==> config.mk <==
export PLATFORM = sky130hd
export DESIGN_NAME = qbp_port
export DESIGN_NICKNAME = d
export VERILOG_FILES = /design/src/rtl/qbp_pkg.sv /design/src/rtl/qbp_cmd.sv /design/src/rtl/qbp_pin_fsm.sv /design/src/rtl/qbp_sync.sv /design/src/rtl/qbp_port.sv
export SDC_FILE = /design/constraint.sdc
export NUM_CORES = 1
export LEC_CHECK = 0
export ABC_AREA = 0
export BUFFER_PORTS_ARGS = -buffer_cell sky130_fd_sc_hd__buf_2
export CAP_MARGIN = 20
export CORE_MARGIN = 2
export CORE_UTILIZATION = 60
export DETAILED_ROUTE_END_ITERATION = 8
export PLACE_DENSITY = 0.85
export SYNTH_ARGS = -nofsm -noshare
export SYNTH_HDL_FRONTEND = slang
export SYNTH_HIERARCHICAL = 1
export SYNTH_SLANG_ARGS = --single-unit
export TNS_END_PERCENT = 10
==> constraint.sdc <==
create_clock -name clk -period 5.6 [get_ports clk]
set_input_delay 0.28 -clock clk [delete_from_list [all_inputs] [get_ports clk]]
set_output_delay 0.28 -clock clk [all_outputs]
set_load 0.05 [all_outputs]
==> src/rtl/qbp_pkg.sv <==
package qbp_pkg;

    typedef enum logic [1:0] {
        OP_WRITE = 2'b00,
        OP_AND   = 2'b01,
        OP_OR    = 2'b10,
        OP_READ  = 2'b11
    } port_op_e;

    typedef enum logic [1:0] {
        PS_WEAK  = 2'b00,
        PS_BOOST = 2'b01,
        PS_LOW   = 2'b10
    } pin_st_e;

endpackage

==> src/rtl/qbp_cmd.sv <==
module qbp_cmd #(
    parameter int W = 8
) (
    input  logic         cmd_valid,
    input  logic [1:0]   cmd_op,
    input  logic [W-1:0] cmd_data,
    input  logic [W-1:0] latch_q,
    output logic         upd_en,
    output logic         rd_req,
    output logic [W-1:0] latch_nxt
);
    import qbp_pkg::*;

    port_op_e op;

    always_comb begin
        op        = port_op_e'(cmd_op);
        upd_en    = 1'b0;
        rd_req    = 1'b0;
        latch_nxt = latch_q;
        if (cmd_valid) begin
            unique case (op)
                OP_WRITE: begin
                    upd_en    = 1'b1;
                    latch_nxt = cmd_data;
                end
                OP_AND: begin
                    upd_en    = 1'b1;
                    latch_nxt = latch_q & cmd_data;
                end
                OP_OR: begin
                    upd_en    = 1'b1;
                    latch_nxt = latch_q | cmd_data;
                end
                OP_READ: begin
                    rd_req    = 1'b1;
                end
            endcase
        end
    end

endmodule

==> src/rtl/qbp_pin_fsm.sv <==
module qbp_pin_fsm #(
    parameter int PULSE_CYC = 125,
    localparam int CW = (PULSE_CYC < 2) ? 1 : $clog2(PULSE_CYC)
) (
    input  logic clk,
    input  logic rst_n,
    input  logic upd_en,
    input  logic new_bit,
    output logic latch_bit,
    output logic drv_weak,
    output logic drv_strong,
    output logic drv_down
);
    import qbp_pkg::*;

    localparam logic [CW-1:0] CNT_LOAD = CW'(PULSE_CYC - 1);

    pin_st_e       st_q, st_d;
    logic [CW-1:0] cnt_q, cnt_d;

    // next-state logic
    always_comb begin
        st_d  = st_q;
        cnt_d = cnt_q;
        unique case (st_q)
            PS_LOW: begin
                if (upd_en && new_bit) begin
                    st_d  = PS_BOOST;
                    cnt_d = CNT_LOAD;
                end
            end
            PS_BOOST: begin
                if (upd_en && !new_bit) begin
                    st_d  = PS_LOW;
                    cnt_d = '0;
                end else if (cnt_q == '0) begin
                    st_d  = PS_WEAK;
                end else begin
                    cnt_d = cnt_q - 1'b1;
                end
            end
            PS_WEAK: begin
                if (upd_en && !new_bit) begin
                    st_d = PS_LOW;
                end
            end
            default: begin
                st_d  = PS_WEAK;
                cnt_d = '0;
            end
        endcase
    end

    // state register
    always_ff @(posedge clk) begin
        if (!rst_n) begin
            st_q  <= PS_WEAK;
            cnt_q <= '0;
        end else begin
            st_q  <= st_d;
            cnt_q <= cnt_d;
        end
    end

    // outputs
    always_comb begin
        latch_bit  = 1'b1;
        drv_weak   = 1'b1;
        drv_strong = 1'b0;
        drv_down   = 1'b0;
        unique case (st_q)
            PS_LOW: begin
                latch_bit = 1'b0;
                drv_weak  = 1'b0;
                drv_down  = 1'b1;
            end
            PS_BOOST: begin
                drv_strong = 1'b1;
            end
            PS_WEAK: begin
                drv_weak = 1'b1;
            end
            default: begin
                drv_weak = 1'b1;
            end
        endcase
    end

endmodule

==> src/rtl/qbp_sync.sv <==
module qbp_sync #(
    parameter int W      = 8,
    parameter int STAGES = 2
) (
    input  logic         clk,
    input  logic         rst_n,
    input  logic [W-1:0] d,
    output logic [W-1:0] q
);
    logic [W-1:0] stg [STAGES];

    always_ff @(posedge clk) begin
        if (!rst_n) begin
            for (int i = 0; i < STAGES; i++) stg[i] <= '1;
        end else begin
            stg[0] <= d;
            for (int i = 1; i < STAGES; i++) stg[i] <= stg[i-1];
        end
    end

    assign q = stg[STAGES-1];

endmodule

==> src/rtl/qbp_port.sv <==
module qbp_port #(
    parameter int W         = 8,
    parameter int PULSE_CYC = 125,
    parameter int SYNC_STG  = 2
) (
    input  logic         clk,
    input  logic         rst_n,
    input  logic         cmd_valid,
    input  logic [1:0]   cmd_op,
    input  logic [W-1:0] cmd_data,
    output logic         rd_valid,
    output logic [W-1:0] rd_data,
    input  logic [W-1:0] pin_in,
    output logic [W-1:0] pull_weak,
    output logic [W-1:0] pull_strong,
    output logic [W-1:0] pull_down
);
    logic         upd_en;
    logic         rd_req;
    logic [W-1:0] latch_q;
    logic [W-1:0] latch_nxt;
    logic [W-1:0] pin_sync;

    qbp_cmd #(.W(W)) u_cmd (
        .cmd_valid (cmd_valid),
        .cmd_op    (cmd_op),
        .cmd_data  (cmd_data),
        .latch_q   (latch_q),
        .upd_en    (upd_en),
        .rd_req    (rd_req),
        .latch_nxt (latch_nxt)
    );

    for (genvar b = 0; b < W; b++) begin : g_bit
        qbp_pin_fsm #(.PULSE_CYC(PULSE_CYC)) u_fsm (
            .clk        (clk),
            .rst_n      (rst_n),
            .upd_en     (upd_en),
            .new_bit    (latch_nxt[b]),
            .latch_bit  (latch_q[b]),
            .drv_weak   (pull_weak[b]),
            .drv_strong (pull_strong[b]),
            .drv_down   (pull_down[b])
        );
    end

    qbp_sync #(.W(W), .STAGES(SYNC_STG)) u_sync (
        .clk   (clk),
        .rst_n (rst_n),
        .d     (pin_in),
        .q     (pin_sync)
    );

    always_ff @(posedge clk) begin
        if (!rst_n) begin
            rd_valid <= 1'b0;
            rd_data  <= '0;
        end else begin
            rd_valid <= rd_req;
            if (rd_req) rd_data <= pin_sync;
        end
    end

endmodule

# After elaboration in Yosys (flattened, before gate mapping)
# Memories as Yosys holds them, arrays and structs flattened. A register that Yosys moved wholly into a read port is not among the register bits.
# Index checks and enable logic that the tools add are counted.
[totals] mem_bits_rw=16 reg_bits=73 n_memories=1 output_inout_bits=33
[memory_table] name="u_sync.stg" words=2 word_bits=8 read_ports=2 rd_clocked_by_memory_dff=1 write_ports=2 line="qbp_sync.sv:10" text="logic [W-1:0] stg [STAGES];"
[classes] eq_ne=51 reduce_logical=59 n_mux=106 bitwise_logic=12 addsub=8
[ops] cell="$mux 7" count=24
[ops] cell="$pmux 7 s3" count=8
[ops] cell="$mux 2" count=32
[ops] cell="$logic_not 7->1" count=8
[ops] cell="$sub 7x1->7 const B" count=8
[ops] cell="$pmux 2 s3" count=8
[ops] cell="$reduce_and 3->1" count=16
[ops] cell="$ne 2x1->1 const B" count=16
[ops] cell="$mux 1" count=30
[ops] cell="$mux 8" count=3
[ops] cell="$ne 3x1->1 const B" count=8
[ops] cell="$ne 3x3->1 const B" count=8
[ops] cell="$pmux 8 s3" count=1
[ops] cell="$eq 2x2->1 const B" count=10
[ops] cell="$eq 2x1->1 const B" count=9
[ops] cell="$logic_not 2->1" count=9
[ops] cell="$logic_and 1x1->1" count=16
[ops] cell="$logic_not 1->1" count=9
[ops] cell="$and 8x8->8" count=1
[ops] cell="$not 1->1" count=8
[ops] cell="$or 8x8->8" count=1
[ops] cell="$reduce_or 3->1" count=1
[ops] cell="$or 1x1->1" count=2

# Depth between registers and ports, before layout
[depth] depth_word=9 depth_mapped=13 depth_no_buf=10

# Modules after synthesis
# Netlist, hierarchy kept.
[modules_own_cells] module="qbp_pin_fsm" instances=8 seq_area_each_um2=180.2 area_per_inst_um2=638.1 cells_per_inst=77
[modules_own_cells] module="qbp_sync" instances=1 seq_area_each_um2=320.3 area_per_inst_um2=491.7 cells_per_inst=41
[modules_own_cells] module="qbp_port" instances=1 seq_area_each_um2=180.2 area_per_inst_um2=329.1 cells_per_inst=27
[modules_own_cells] module="qbp_cmd" instances=1 seq_area_each_um2=0.0 area_per_inst_um2=140.1 cells_per_inst=30

# Worst setup path before layout
# Ideal clock, no wire load.
[synth_path] kind="input-to-reg" start="input port cmd_valid" end="register g_bit[0].u_fsm.cnt_q[2]" required_ns=5.530 setup_ns=0.070 path_slack_ns=1.525 cell_stages=7 path_buffers=1 t_arrival_ns=4.005 path_cell_list="a21boi_0 -> nand2_1 -> a21oi_1 -> a21bo_1 -> buf_6 -> or3b_1 -> a21boi_1"
[synth_between] elab_chain_cells=5
[synth_rtl] item="start: declaration" line="qbp_port.sv:8" text="input logic cmd_valid,"
[synth_rtl] item="$mux 8" line="qbp_cmd.sv:21" text="if (cmd_valid) begin"
[synth_rtl] item="$logic_not 1->1" line="qbp_pin_fsm.sv:33" text="if (upd_en && !new_bit) begin"
[synth_rtl] item="$logic_and 1x1->1" line="qbp_pin_fsm.sv:33"
[synth_rtl] item="$ne 3x3->1 (no source line) or $mux 7 (tied branches)"
[synth_rtl] item="$reduce_and 3->1 (no source line) or $pmux 7 s3 (tied branches)"
[synth_rtl] item="end signal: assignment" line="qbp_pin_fsm.sv:61" text="cnt_q <= cnt_d;"
[synth_rtl] item="end: declaration" line="qbp_pin_fsm.sv:19" text="logic [CW-1:0] cnt_q, cnt_d;"
# Several ways; a longest one is shown, not always the timed one.
# A chain may end at the register's enable or synchronous reset.

# Final worst setup path
[layout_path] start="register g_bit[4].u_fsm.st_q[0]" end="register g_bit[4].u_fsm.cnt_q[1]"
[layout_between] elab_chain_cells=9
[layout_rtl] item="start: declaration" line="qbp_pin_fsm.sv:18" text="pin_st_e st_q, st_d;"
[layout_rtl] item="start signal: assignment" line="qbp_pin_fsm.sv:60" text="st_q <= st_d;"
[layout_rtl] item="$eq 2x2->1 (*)" line="qbp_pin_fsm.sv:71" text="unique case (st_q)"
[layout_rtl] item="$mux 1 (*)" line="qbp_pin_fsm.sv:71"
[layout_rtl] item="$or 8x8->8 or $and 8x8->8 (tied branches)" line="qbp_cmd.sv:33, qbp_cmd.sv:29"
[layout_rtl] item="$pmux 8 s3" line="qbp_cmd.sv:22" text="unique case (op)"
[layout_rtl] item="$mux 8 (*)" line="qbp_cmd.sv:21"
[layout_rtl] item="named net latch_nxt[4]" line="qbp_port.sv:21" text="logic [W-1:0] latch_nxt;"
[layout_rtl] item="$logic_not 1->1" line="qbp_pin_fsm.sv:33"
[layout_rtl] item="$logic_and 1x1->1" line="qbp_pin_fsm.sv:33"
[layout_rtl] item="$ne 3x3->1 (no source line) or $mux 7 (tied branches)"
[layout_rtl] item="$reduce_and 3->1 (no source line) or $pmux 7 s3 (tied branches)"
[layout_rtl] item="end signal: assignment" line="qbp_pin_fsm.sv:61"
[layout_rtl] item="end: declaration" line="qbp_pin_fsm.sv:19"
# Mark *: on every way through the listed nets, which the timed path passes. The rest lies on a longest branch.

==> metrics.yaml <==
sta:
  fmax_ghz: 0.385
  timing.setup.tns_ns: 0
  skew_ns: 0.00998
  finalHoldViolCount: 0
  tightest_slew_ns: 1.07
  report.final.slew_viol_count: 0
  min_period_ns: 2.59
  relSlewSlack_pct: 28.4
  fin_ws_ns: 3.01
  rsz0062_at_grt: "no"
  setup_viol: 0
  fin_crit_sh_pct: 46.3
cells_and_area:
  diodes: 0
  design_area_mm2: 0.00643
  syn_to_final_growth_pct: 6.02
  drive_gt1_share_pct: 13.1
  num-nets-final: 804
place:
  place_area_mm2: 0.00616
  hpwl_mm: 8.91
  portBuffers: 53
  gp_congestion: 0.853
  place_ws_ns: 2.94
logic_synthesis:
  async_flop_share_pct: 0
  synth.net_count: 783
  yosysUniqueCellTypes: 36
  synth_edf_count: 0
  synth_area_leaders: "dfxtp_1 32%, ha_1 9.9%, nand2_1 5.4%"
  ys.flop_type: "dfxtp_1"
  yosys.area.top_type_share_pct: 32.0
  avgSynthCellArea_um2: 8.50
  ys_seq_area_share_pct: 32.0
  ys_seq_elements: 97
  synth_top_area_cell: "dfxtp_1"
  ys.warnings.count: 6
  syn_area_mm2: 0.00607
  syn_inst: 714
clocking:
  holdBufCountCts: 0
  cts_resized: 0
  clk_latency_ns: 0.37
  cts_max_level: 3
  clockBufferDepth: 2
  clk_pin_slew_ns: 0.10
  clock_sinks: 97
  cts_tree: "built"
  postCtsSetupBuffers: 0
  root_buffer: "clkbuf_8"
  numCtsBuffers: 9
detailed_routing:
  ant_nets: 0
  wire_per_inst_um: 14.1
  drtPass1Iterations: 4
  num_vias: 4850
  drtIter0Drc: 209
  drt-total-wl_mm: 12.3
  via_per_inst: 5.56
  drc_errors: 0
flow_run:
  maxCapViolCount: 0
global_route:
  antenna_found_initial: 0
  overflow: 0
  grt_max_degree: 70
  grt_pass1_vias: 4716
  track_usage_pct: 23.0
  grt_pass1_wl_mm: 20.9
critical_path:
  rr_worst_depth: 10
  cpPeakStageDelay_ns: 0.38
  path_cells: "inv_1 -> ha_1 -> inv_1 -> nor2_1 -> nor2_1 -> nand2_1 -> a21oi_1 -> a21bo_1 -> or3_1 -> a21boi_0"
  cp.required_ns: 5.91
  endpoint_kind: "register"
  r2r-end: "g_bit[4].u_fsm/cnt_q[1]"
  worst-setup-path-type: "register to register"
  regToRegSetupSlack_ns: 3.01
  r2r_start: "g_bit[4].u_fsm/st_q[0]"
  critPathLaunchType: "register"
  crit_fanout: 11
  cp.arrival_ns: 2.90
  critPathSlowestCell: "or3_1"
die:
  rows: 36
  die_area_mm2: 0.0109
  num_io_pins: 54
  initial_utilization_pct: 62.1
  die_y_um: 105
  core_area_mm2: 0.00977
  die_width_um: 105
power:
  peakVddDrop_uv: 232
  p_switching_mw: 1.06
  power.total_mw: 2.55
  leakage_nw: 2.70
  pwr-share-comb_pct: 45.2
  power_switching_share_pct: 41.4
  power_density_mw_per_mm2: 396
  power.internal_mw: 1.49
  pwr-share-clk_pct: 23.7
  p_seq_share_pct: 31.1
worst_hold_path:
  hp-start: "pin_in[7]"
  min_path_type: "primary input to register"
  worstHoldPathCells: 2
  min_to: "u_sync/stg[0][7]"
run_status:
  status: "finished, final reports clean"
==> layout make-up <==
| cell class | count | area (µm²) |
|---|---|---|
| Clock buffer | 10 | 138 |
| Sequential cell | 97 | 1940 |
| Multi-Input combinational cell | 525 | 3600 |
| Inverter | 48 | 180 |
| Tap cell | 133 | 166 |
| Fill cell | 763 | 3340 |
| Clock inverter | 6 | 136 |
| Timing Repair Buffer | 54 | 273 |
==> cells by family (layout without fill, tap and decap cells) <==
family / count (synthesis) / in the layout / share of synthesized area, %
AO/OA/AOI/OAI: 153 / 153 / 15.8
adder cells (fa/ha/maj): 48 / 48 / 9.90
multiplexers: 16 / 16 / 2.64
AND/OR/NAND/NOR: 268 / 268 / 25.0
XOR/XNOR: 40 / 40 / 5.78
flip-flops: 97 / 97 / 32.0
buffers and inverters: 92 / 118 / 8.89
==> layout by cell type (no fill, tap or decap), drive strengths merged <==
master / n
dfxtp: 97
nand2: 88
a21oi: 56
buf: 54
inv: 49
ha: 48
nor2: 40
a21boi: 33
xor2: 32
or3: 24
o21ai: 24
nand2b: 20
and2: 17
mux2i: 16
o22ai: 16
nand3: 16
clkbuf: 10
nor2b: 9
nor4: 8
and3b: 8
a21bo: 8
or3b: 8
xnor2: 8
or2: 8
a31oi: 8
nor3: 8
a32o: 8
nor3b: 8
or2b: 5
bufinv: 4
clkinvlp: 1
and3: 1
==> cell usage after synthesis (all sizes together), types with 17 or more instances <==
| library cell | number |
|---|---|
| or3 | 24 |
| buf | 44 |
| o21ai | 24 |
| nand2 | 88 |
| ha | 48 |
| dfxtp | 97 |
| a21boi | 33 |
| inv | 48 |
| xor2 | 32 |
| and2 | 17 |
| nor2 | 40 |
| a21oi | 56 |
| nand2b | 20 |
==> through the flow <==
step	util [%]	cells	hold WS, ns
3_3_place_gp	63.0	857	0.389
2_1_floorplan	-	714	0.353
4_1_cts	65.8	873	0.0713
3_5_place_dp	63.0	857	0.392
6_report	65.8	873	0.0852
5_1_grt	65.8	873	0.0754
==> metal layers <==
metal	routed length, µm	vias to the layer above	track usage (%)
li1	-	2438	-
met1	5510	2261	27.9
met2	6090	127	39.9
met3	533	24	4.12
met4	209	0	9.85
met5	0	-	0
==> power by group through the flow <==
stage	Clock [mW]	Combinational [mW]	Sequential (mW)
floorplan	0	1.03	0.807
global placement	0	1.10	0.803
detailed placement	0	1.14	0.807
CTS	0.619	1.15	0.791
global route	0.641	1.27	0.800
finish	0.605	1.15	0.792
==> sequential cells by signal, summed over array words and instances (netlist names) <==
register,cells
u_sync/stg,16
g_bit.u_fsm/cnt_q,56
rd_data,8
g_bit.u_fsm/st_q,16
rd_valid,1
==> critical path: cells and delay by family (launching register included) <==
| family | cells | cell delay [ns] |
|---|---|---|
| AND/OR/NAND/NOR | 4 | 0.83 |
| buffers and inverters | 2 | 0.28 |
| adder cells (fa/ha/maj) | 1 | 0.32 |
| flip-flops | 1 | 0.37 |
| AO/OA/AOI/OAI | 3 | 0.74 |
==> worst max path at each step <==
stage	from	endpoint	cells after the start
3_3_place_gp	cmd_op[0]	g_bit[1].u_fsm/cnt_q[1]	9
2_1_floorplan	cmd_valid	g_bit[0].u_fsm/cnt_q[2]	7
3_5_place_dp	cmd_valid	g_bit[5].u_fsm/cnt_q[1]	9
6_report	g_bit[4].u_fsm/st_q[0]	g_bit[4].u_fsm/cnt_q[1]	10
4_1_cts	g_bit[5].u_fsm/st_q[0]	g_bit[5].u_fsm/cnt_q[1]	10
5_1_grt	g_bit[4].u_fsm/st_q[0]	g_bit[4].u_fsm/cnt_q[3]	10
Note: power is estimated with default switching activity, not from simulation.
